===== src/rtl/alu16_pkg.sv =====
package alu16_pkg;

    localparam int unsigned DATA_W = 16;
    localparam int unsigned GRP_W  = 4;
    localparam int unsigned N_GRP  = DATA_W / GRP_W;
    localparam int unsigned N_OPND = 2;

    typedef logic [DATA_W-1:0] word_t;

    typedef enum logic [2:0] {
        FN_CLEAR     = 3'b000,
        FN_S_MINUS_R = 3'b001,
        FN_R_MINUS_S = 3'b010,
        FN_ADD       = 3'b011,
        FN_XOR       = 3'b100,
        FN_OR        = 3'b101,
        FN_AND       = 3'b110,
        FN_PRESET    = 3'b111
    } func_e;

    typedef enum logic [1:0] {
        SEL_A_F = 2'b00,
        SEL_A_B = 2'b01,
        SEL_Z_B = 2'b10,
        SEL_A_Z = 2'b11
    } opsel_e;

    typedef struct packed {
        word_t r;
        word_t s;
    } operands_t;

    typedef struct packed {
        logic carry;
        logic ovf;
        logic zero;
        logic prop;
        logic gen;
    } flags_t;

    function automatic logic is_arith(input func_e fn);
        return (fn == FN_S_MINUS_R) || (fn == FN_R_MINUS_S) || (fn == FN_ADD);
    endfunction

    // Carry out of one nibble-wide group with no carry entering it.
    function automatic logic nib_gen(input logic [GRP_W-1:0] gx,
                                     input logic [GRP_W-1:0] gy);
        logic c;
        c = 1'b0;
        for (int i = 0; i < GRP_W; i++) begin
            c = (gx[i] & gy[i]) | ((gx[i] | gy[i]) & c);
        end
        return c;
    endfunction

endpackage


===== src/rtl/alu16_opreg.sv =====
module alu16_opreg #(
    parameter int unsigned W = 16
) (
    input  logic         clk,
    input  logic         rst,
    input  logic         load_n,
    input  logic         bypass,
    input  logic [W-1:0] d,
    output logic [W-1:0] held,
    output logic [W-1:0] q
);

    always_ff @(posedge clk) begin
        if (rst) begin
            held <= '0;
        end else if (!load_n) begin
            held <= d;
        end
    end

    assign q = bypass ? d : held;

endmodule


===== src/rtl/alu16_core.sv =====
module alu16_core
    import alu16_pkg::*;
(
    input  func_e     fn,
    input  operands_t opnd,
    input  logic      cin,
    output word_t     res,
    output word_t     add_x,
    output word_t     add_y,
    output logic      arith,
    output logic      carry,
    output logic      ovf
);

    localparam int unsigned MSB = DATA_W - 1;

    logic [DATA_W:0] sum;
    logic            c_into_msb;

    always_comb begin
        arith = is_arith(fn);
        add_x = opnd.r;
        add_y = opnd.s;
        case (fn)
            FN_S_MINUS_R: begin
                add_x = opnd.s;
                add_y = ~opnd.r;
            end
            FN_R_MINUS_S: begin
                add_x = opnd.r;
                add_y = ~opnd.s;
            end
            default: ;
        endcase
    end

    assign sum        = {1'b0, add_x} + {1'b0, add_y} + {{DATA_W{1'b0}}, cin};
    assign c_into_msb = sum[MSB] ^ add_x[MSB] ^ add_y[MSB];

    always_comb begin
        case (fn)
            FN_CLEAR:     res = '0;
            FN_XOR:       res = opnd.r ^ opnd.s;
            FN_OR:        res = opnd.r | opnd.s;
            FN_AND:       res = opnd.r & opnd.s;
            FN_PRESET:    res = '1;
            default:      res = sum[MSB:0];
        endcase
    end

    assign carry = arith & sum[DATA_W];
    assign ovf   = arith & (sum[DATA_W] ^ c_into_msb);

endmodule


===== src/rtl/alu16_lookahead.sv =====
module alu16_lookahead
    import alu16_pkg::*;
(
    input  word_t x,
    input  word_t y,
    input  logic  en,
    output logic  prop,
    output logic  gen
);

    logic [N_GRP-1:0] nib_p;
    logic [N_GRP-1:0] nib_g;
    logic             chain;

    for (genvar gi = 0; gi < N_GRP; gi++) begin : g_nib
        assign nib_p[gi] = &(x[gi*GRP_W +: GRP_W] | y[gi*GRP_W +: GRP_W]);
        assign nib_g[gi] = nib_gen(x[gi*GRP_W +: GRP_W], y[gi*GRP_W +: GRP_W]);
    end

    always_comb begin
        chain = 1'b0;
        for (int i = 0; i < N_GRP; i++) begin
            chain = nib_g[i] | (nib_p[i] & chain);
        end
    end

    assign gen  = en & chain;
    assign prop = en & (&nib_p);

endmodule


===== src/rtl/alu16_reg.sv =====
module alu16_reg
    import alu16_pkg::*;
(
    input  logic        clk,
    input  logic        rst,
    input  logic [15:0] a_in,
    input  logic [15:0] b_in,
    input  logic        a_load_n,
    input  logic        b_load_n,
    input  logic        opnd_bypass,
    input  logic        res_load_n,
    input  logic        res_bypass,
    input  logic        out_en_n,
    input  logic        carry_in,
    input  logic [2:0]  func,
    input  logic [1:0]  opsel,
    output logic [15:0] f_out,
    output logic        f_valid,
    output logic        carry_out,
    output logic        overflow,
    output logic        zero,
    output logic        grp_prop,
    output logic        grp_gen
);

    logic [N_OPND-1:0][DATA_W-1:0] op_d;
    logic [N_OPND-1:0][DATA_W-1:0] op_held;
    logic [N_OPND-1:0][DATA_W-1:0] op_q;
    logic [N_OPND-1:0]             op_load_n;

    word_t     a_held, b_held, a_q, b_q;
    word_t     f_held, f_q, alu_res;
    word_t     add_x, add_y;
    operands_t opnd;
    flags_t    flags;
    logic      arith;

    assign op_d      = {b_in, a_in};
    assign op_load_n = {b_load_n, a_load_n};

    for (genvar oi = 0; oi < N_OPND; oi++) begin : g_opnd
        alu16_opreg #(.W(DATA_W)) u_opreg (
            .clk    (clk),
            .rst    (rst),
            .load_n (op_load_n[oi]),
            .bypass (opnd_bypass),
            .d      (op_d[oi]),
            .held   (op_held[oi]),
            .q      (op_q[oi])
        );
    end

    assign a_held = op_held[0];
    assign b_held = op_held[1];
    assign a_q    = op_q[0];
    assign b_q    = op_q[1];

    // Feedback always taps the stored result, never the flow-through path.
    always_comb begin
        case (opsel_e'(opsel))
            SEL_A_F: opnd = '{r: a_q, s: f_held};
            SEL_A_B: opnd = '{r: a_q, s: b_q};
            SEL_Z_B: opnd = '{r: '0,  s: b_q};
            default: opnd = '{r: a_q, s: '0};
        endcase
    end

    alu16_core u_core (
        .fn    (func_e'(func)),
        .opnd  (opnd),
        .cin   (carry_in),
        .res   (alu_res),
        .add_x (add_x),
        .add_y (add_y),
        .arith (arith),
        .carry (flags.carry),
        .ovf   (flags.ovf)
    );

    alu16_lookahead u_cla (
        .x    (add_x),
        .y    (add_y),
        .en   (arith),
        .prop (flags.prop),
        .gen  (flags.gen)
    );

    assign flags.zero = (alu_res == '0);

    alu16_opreg #(.W(DATA_W)) u_freg (
        .clk    (clk),
        .rst    (rst),
        .load_n (res_load_n),
        .bypass (res_bypass),
        .d      (alu_res),
        .held   (f_held),
        .q      (f_q)
    );

    assign f_valid   = !out_en_n;
    assign f_out     = out_en_n ? '0 : f_q;
    assign carry_out = flags.carry;
    assign overflow  = flags.ovf;
    assign zero      = flags.zero;
    assign grp_prop  = flags.prop;
    assign grp_gen   = flags.gen;

endmodule


===== config.mk =====
export PLATFORM = sky130hd
export DESIGN_NAME = alu16_reg
export DESIGN_NICKNAME = d
export VERILOG_FILES = /design/src/rtl/alu16_pkg.sv /design/src/rtl/alu16_opreg.sv /design/src/rtl/alu16_core.sv /design/src/rtl/alu16_lookahead.sv /design/src/rtl/alu16_reg.sv
export SDC_FILE = /design/constraint.sdc
export NUM_CORES = 1
export LEC_CHECK = 0
export ABC_CLOCK_PERIOD_IN_PS = 7500
export BUFFER_PORTS_ARGS = -buffer_cell sky130_fd_sc_hd__buf_2
export CORE_MARGIN = 5
export CORE_UTILIZATION = 34
export CTS_BUF_LIST = sky130_fd_sc_hd__clkbuf_4
export CTS_CLUSTER_DIAMETER = 200
export DETAILED_ROUTE_END_ITERATION = 6
export SYNTH_ARGS = -nofsm -noshare
export SYNTH_HDL_FRONTEND = slang
export SYNTH_SLANG_ARGS = --single-unit

===== constraint.sdc =====
create_clock -name clk -period 7.5 [get_ports clk]
set_input_delay 1.125 -clock clk [delete_from_list [all_inputs] [get_ports clk]]
set_output_delay 1.125 -clock clk [all_outputs]
set_load 0.1 [all_outputs]

# == Word level (Yosys, flattened, before mapping) ==
# Cells that the tools add are included.
# word_totals
reg_bits,48
out_inout_bits,22
elab_cells,106
# op_classes
n_addsub,2
eq_ne,9
muxes,8
n_bitwise,74
reduce_logical,10
# op_table
cell,n
32-bit case mux with 3 select lines,1
16-bit 2-to-1 mux,5
16-bit case mux with 5 select lines,1
1-bit AND,35
16-bit NOT,2
16-bit case mux with 2 select lines,1
1-bit bitwise OR,27
16-bit by 16-bit adder with 17-bit output,1
17-bit by 1-bit adder with 17-bit output,1
16-bit AND,1
16-bit zero test,1
16-bit bitwise OR,1
4-bit bitwise OR,4
16-bit AND reduction,1
16-bit XOR,1
3-bit == test (second input constant),4
4-bit AND reduction,3
3-bit by 2-bit == test with 1-bit output (second input constant),2
3-bit by 1-bit == test with 1-bit output (second input constant),1
3-bit zero test,1
1-bit XOR,3
2-bit by 1-bit == test with 1-bit output (second input constant),1
2-bit == test (second input constant),1
2-bit zero test,1
2 further kinds,3

# == Logic depth before layout (Yosys ltp) ==
# depth
ltp_word,18
ltp_mapped,21
depth_no_buf,18

# == Cells and area by module ==
# Synthesis repeated with hierarchy kept, for this count alone.
# unflattened
hier_cells,675
area_unflattened_um2,5634.2
# by_module_without_submodules
module,instances,cells_per_inst,area_each_um2,seq_area_each_um2
alu16_opreg,3,70,824.5,320.3
alu16_core,1,347,2279.7,0.0
alu16_reg,1,80,645.6,0.0
alu16_lookahead,1,38,235.2,0.0

# == Worst setup path after synthesis ==
# No wires, ideal clock.
# synth_path
path_type,input-to-output
from,in func[1]
to,out f_out[14]
arrival_ns,7.242
slack_ns,-0.867
path_stages,19
n_path_buf,5
path_cell_list,buf_2 > buf_1 > clkbuf_1 > buf_1 > buf_2 > nor2_1 > a21oi_1 > nor2_1 > a221oi_1 > fa_1 > inv_1 > fa_1 > a21o_1 > o32a_1 > and3_1 > o21a_1 > o21ai_0 > a32oi_2 > a211oi_1
# synth_via
elab_chain_cells,7
word_cells_on_any_way,14
# synth_rtl
item,line_no,source
from (decl),alu16_reg.sv:15,"input logic [2:0] func,"
3-bit by 2-bit == test with 1-bit output / 3-bit by 1-bit == test with 1-bit output (equally long branches),alu16_core.sv:24,case (fn)
16-bit case mux with 2 select lines / 16-bit 2-to-1 mux (equally long branches),alu16_core.sv:24,
16-bit by 16-bit adder with 17-bit output,alu16_core.sv:37,"assign sum = {1'b0, add_x} + {1'b0, add_y} + {{DATA_W{1'b0}}, cin};"
17-bit by 1-bit adder with 17-bit output,alu16_core.sv:37,
16-bit case mux with 5 select lines *,alu16_core.sv:41,case (fn)
16-bit 2-to-1 mux *,alu16_opreg.sv:21,assign q = bypass ? d : held;
16-bit 2-to-1 mux *,alu16_reg.sv:101,assign f_out = out_en_n ? '0 : f_q;
to (decl),alu16_reg.sv:17,"output logic [15:0] f_out,"
# Mark *: on every way between the ends. The rest lies on a longest branch, timed or not.

# == Worst setup path after layout ==
# layout_path
from,in opnd_bypass
to,out zero
# layout_via
elab_chain_cells,8
word_cells_on_any_way,14
# layout_rtl
item,line_no,source
from (decl),alu16_reg.sv:10,"input logic opnd_bypass,"
16-bit 2-to-1 mux,alu16_opreg.sv:21,
32-bit case mux with 3 select lines *,alu16_reg.sv:60,case (opsel_e'(opsel))
16-bit NOT (on tied branches),"alu16_core.sv:31, alu16_core.sv:27",
16-bit case mux with 2 select lines,alu16_core.sv:24,
16-bit by 16-bit adder with 17-bit output,alu16_core.sv:37,
17-bit by 1-bit adder with 17-bit output,alu16_core.sv:37,
16-bit case mux with 5 select lines *,alu16_core.sv:41,
16-bit zero test *,alu16_reg.sv:88,assign flags.zero = (alu_res == '0);
to (decl),alu16_reg.sv:21,"output logic zero,"
# Marked as above.

==> results.md <==
- Max_cap viols: 0
- DR vias: between 5,000 and 6,000
- Nets: approximately 950
- Initial antenna violation count: 0
- Clk pin slew, worst setup/hold paths: approximately 0.16 ns
- Final wirelength: between 15,000 and 20,000 um
- Arr. time, crit path: between 5 and 6 ns
- CTS H-Tree Depth: 2
- Worst setup margin: between 0.6 and 0.7 ns
- Gr usage total: 0.179
- CP Max Fanout: 14
- Ys flop type: dfxtp_1
- Area delta synth->final: 11.5%
- Crit path kind: in -> out
- Number of hold buffers added after cts: 0
- Clock buffer count from CTS: 5
- Post-DR wirelength/cell: 16.7 um
- Core Region: ~17,000 um^2
- Slew Limit Fails: 0
- Vias in the first global route: roughly 5,400
- Most frequent cells in the layout: nor2_1, mux2i_1, inv_1, nand2_1, buf_2
- Setup tns final: 0 ns
- Clock Latency Late Sink: 0.39 ns
- Post-synth EDFFs: 0
- Initial Util: 0.348
- Worst-margin pin slew: between 0.9 and 1 ns
- Cells after synthesis: 809
- Post-synthesis sequential area ratio: 0.166
- Total gr overflow: 0
- GPL Wtd Cong: between 0.8 and 0.9
- Register area: around 960 um^2
- CP Capture Type: output port
- Fillers: about 1,800
- Clock Tree Root: clkbuf_4
- Hold Fails Final Rpt: 0
- Placed inst area: roughly 6400 um^2
- FF-to-FF setup slack: about 3.4 ns
- Largest net degree at the start of global routing: between 50 and 60
- Multi-input combinational cell area: around 4400 um^2
- Drt first pass iters: 4
- Distinct cells, synth: 63
- Synth warn: 0
- Hold Crit Class: reg -> reg
- Fraction of registers with async set/reset: 0
- Post-CTS sizing: 0
- Design area: between 6000 and 7000 um^2
- Status: complete, no violations
- Mapped cell area: just under 6000 um^2
- Synth Area per Inst: 7.16 um^2
- Post-CTS setup buffers: 0
- CTS sink cnt: between 40 and 50
- Die Y: ~140 um
- Yosys reg bits: 48
- Relative slew slack: 0.400
- Tcrit/Tclk final: 0.911
- First-pass GRT wire length: 28,900 um
- Post-Place Worst Slack: between 0.6 and 0.7 ns
- Max clock buf depth: 2
- Die X-Extent: ~140 um
- RSZ-0062 raised after global routing: no
- CTS tree: done
- Number of port buffers: 67
- DR vias/cell: ~5.3
- Required time worst endpoint: 6.38 ns
- Startpoint type of the worst setup path: input port
- Site Rows: 47
- Commonest non-fill, non-tap cell in the layout: nor2_1
- Syn nets: 920
- Setup violators final: 0
- Die Area: a little under 20,000 um^2
- Tmin final: roughly 6.8 ns
- Remaining DRCs: 0
- P_leak: 3.13 nW
- VDD IR-drop max: between 0.1 and 0.15 mV
- Worst Skew: about 0.015 ns
- DP Wirelength: roughly 14,000 um
- Share of layout cells above drive strength 1: 0.133
- Drt initial violations: approximately 340
- Power Density: around 160 nW/um^2
- Post-route ant nets: 0
- Fmax: about 150 MHz
- Io pins: between 60 and 70
[cell families after synthesis]
kind of cell,after synthesis,synth area share
AO/OA/AOI/OAI,200,0.239
multiplexers,85,0.148
flip-flops,48,0.166
AND/OR/NAND/NOR,270,0.201
XOR/XNOR,10,0.0164
buffers and inverters,131,0.0871
adder cells (fa/ha/maj),65,0.143
[area by class of cell]
class	count	share of cell area
multi-input cells	630	0.678
flip-flops and latches	48	0.149
repair buffers	81	0.0725
inverters	77	0.0448
well taps	220	0.0426
clock inverters	3	0.00717
clock buffers	5	0.00581
diodes	1	0.000388
[report_power, final]
part	internal, mW	switching [mW]
sequential	0.274	0.0115
combinational	0.192	0.380
clock	0.0713	0.0960
total	0.537	0.487
[state kept, by name (all words and copies together), names as in the netlist]
signal	count
g_opnd.u_opreg.held	32
u_freg.held	16
[synthesized netlist by cell type, drive strengths merged (6+ instances only)]
| cell | number | area share |
|---|---|---|
| a211oi | 27 | 0.036 |
| a21o | 7 | 0.0091 |
| a21oi | 50 | 0.043 |
| a221o | 8 | 0.014 |
| a221oi | 8 | 0.012 |
| a22oi | 7 | 0.0091 |
| buf | 14 | 0.011 |
| clkbuf | 40 | 0.026 |
| dfxtp | 48 | 0.17 |
| ha | 63 | 0.14 |
| inv | 77 | 0.050 |
| mux2 | 6 | 0.012 |
| mux2i | 79 | 0.14 |
| nand2 | 66 | 0.043 |
| nand3 | 6 | 0.0060 |
| nor2 | 151 | 0.098 |
| nor2b | 12 | 0.013 |
| o21a | 19 | 0.025 |
| o21ai | 30 | 0.026 |
| o31ai | 15 | 0.019 |
| xnor2 | 7 | 0.012 |
[metrics by stage]
step | util | cells | hold WS (ns) | power [mW]
finish | 0.388 | 1065 | 0.494 | 1.02
global route | 0.388 | 1064 | 0.526 | 1.10
CTS | 0.388 | 1064 | 0.496 | 1.03
detailed placement | 0.383 | 1056 | 0.477 | 0.860
global placement | 0.383 | 1056 | 0.471 | 0.857
floorplan | - | 809 | 0.455 | 0.727
[final timing paths]
check	cells after the start	to	from
max	19	zero	opnd_bypass
min	2	u_freg.held[11]$_SDFFE_PP0N_	u_freg.held[11]$_SDFFE_PP0N_
max reg2reg	16	u_freg.held[14]$_SDFFE_PP0N_	g_opnd[1].u_opreg.held[0]$_SDFFE_PP0N_
min reg2reg	2	u_freg.held[11]$_SDFFE_PP0N_	u_freg.held[11]$_SDFFE_PP0N_
[layer usage]
metal,track usage,part of all wire
met4,0.0464,0.023
met3,0.0317,0.055
met2,0.290,0.45
met5,0,0
met1,0.245,0.47
[worst max-delay path, cell delays in order]
cell      delay (ns)
buf_2           0.33
mux2i_1         0.24
o21a_1          0.24
inv_1           0.10
nand2_1         0.08
o31ai_1         0.07
a221oi_1        0.51
fa_1            0.30
inv_1           0.07
fa_1            0.46
a21o_1          0.21
a211oi_1        0.20
a21boi_0        0.43
nor2_1          0.13
mux2i_1         0.13
o21ai_0         0.26
nand4_1         0.22
nor4_4          0.38
buf_12          0.22
Note: power is estimated with default switching activity, not from simulation.
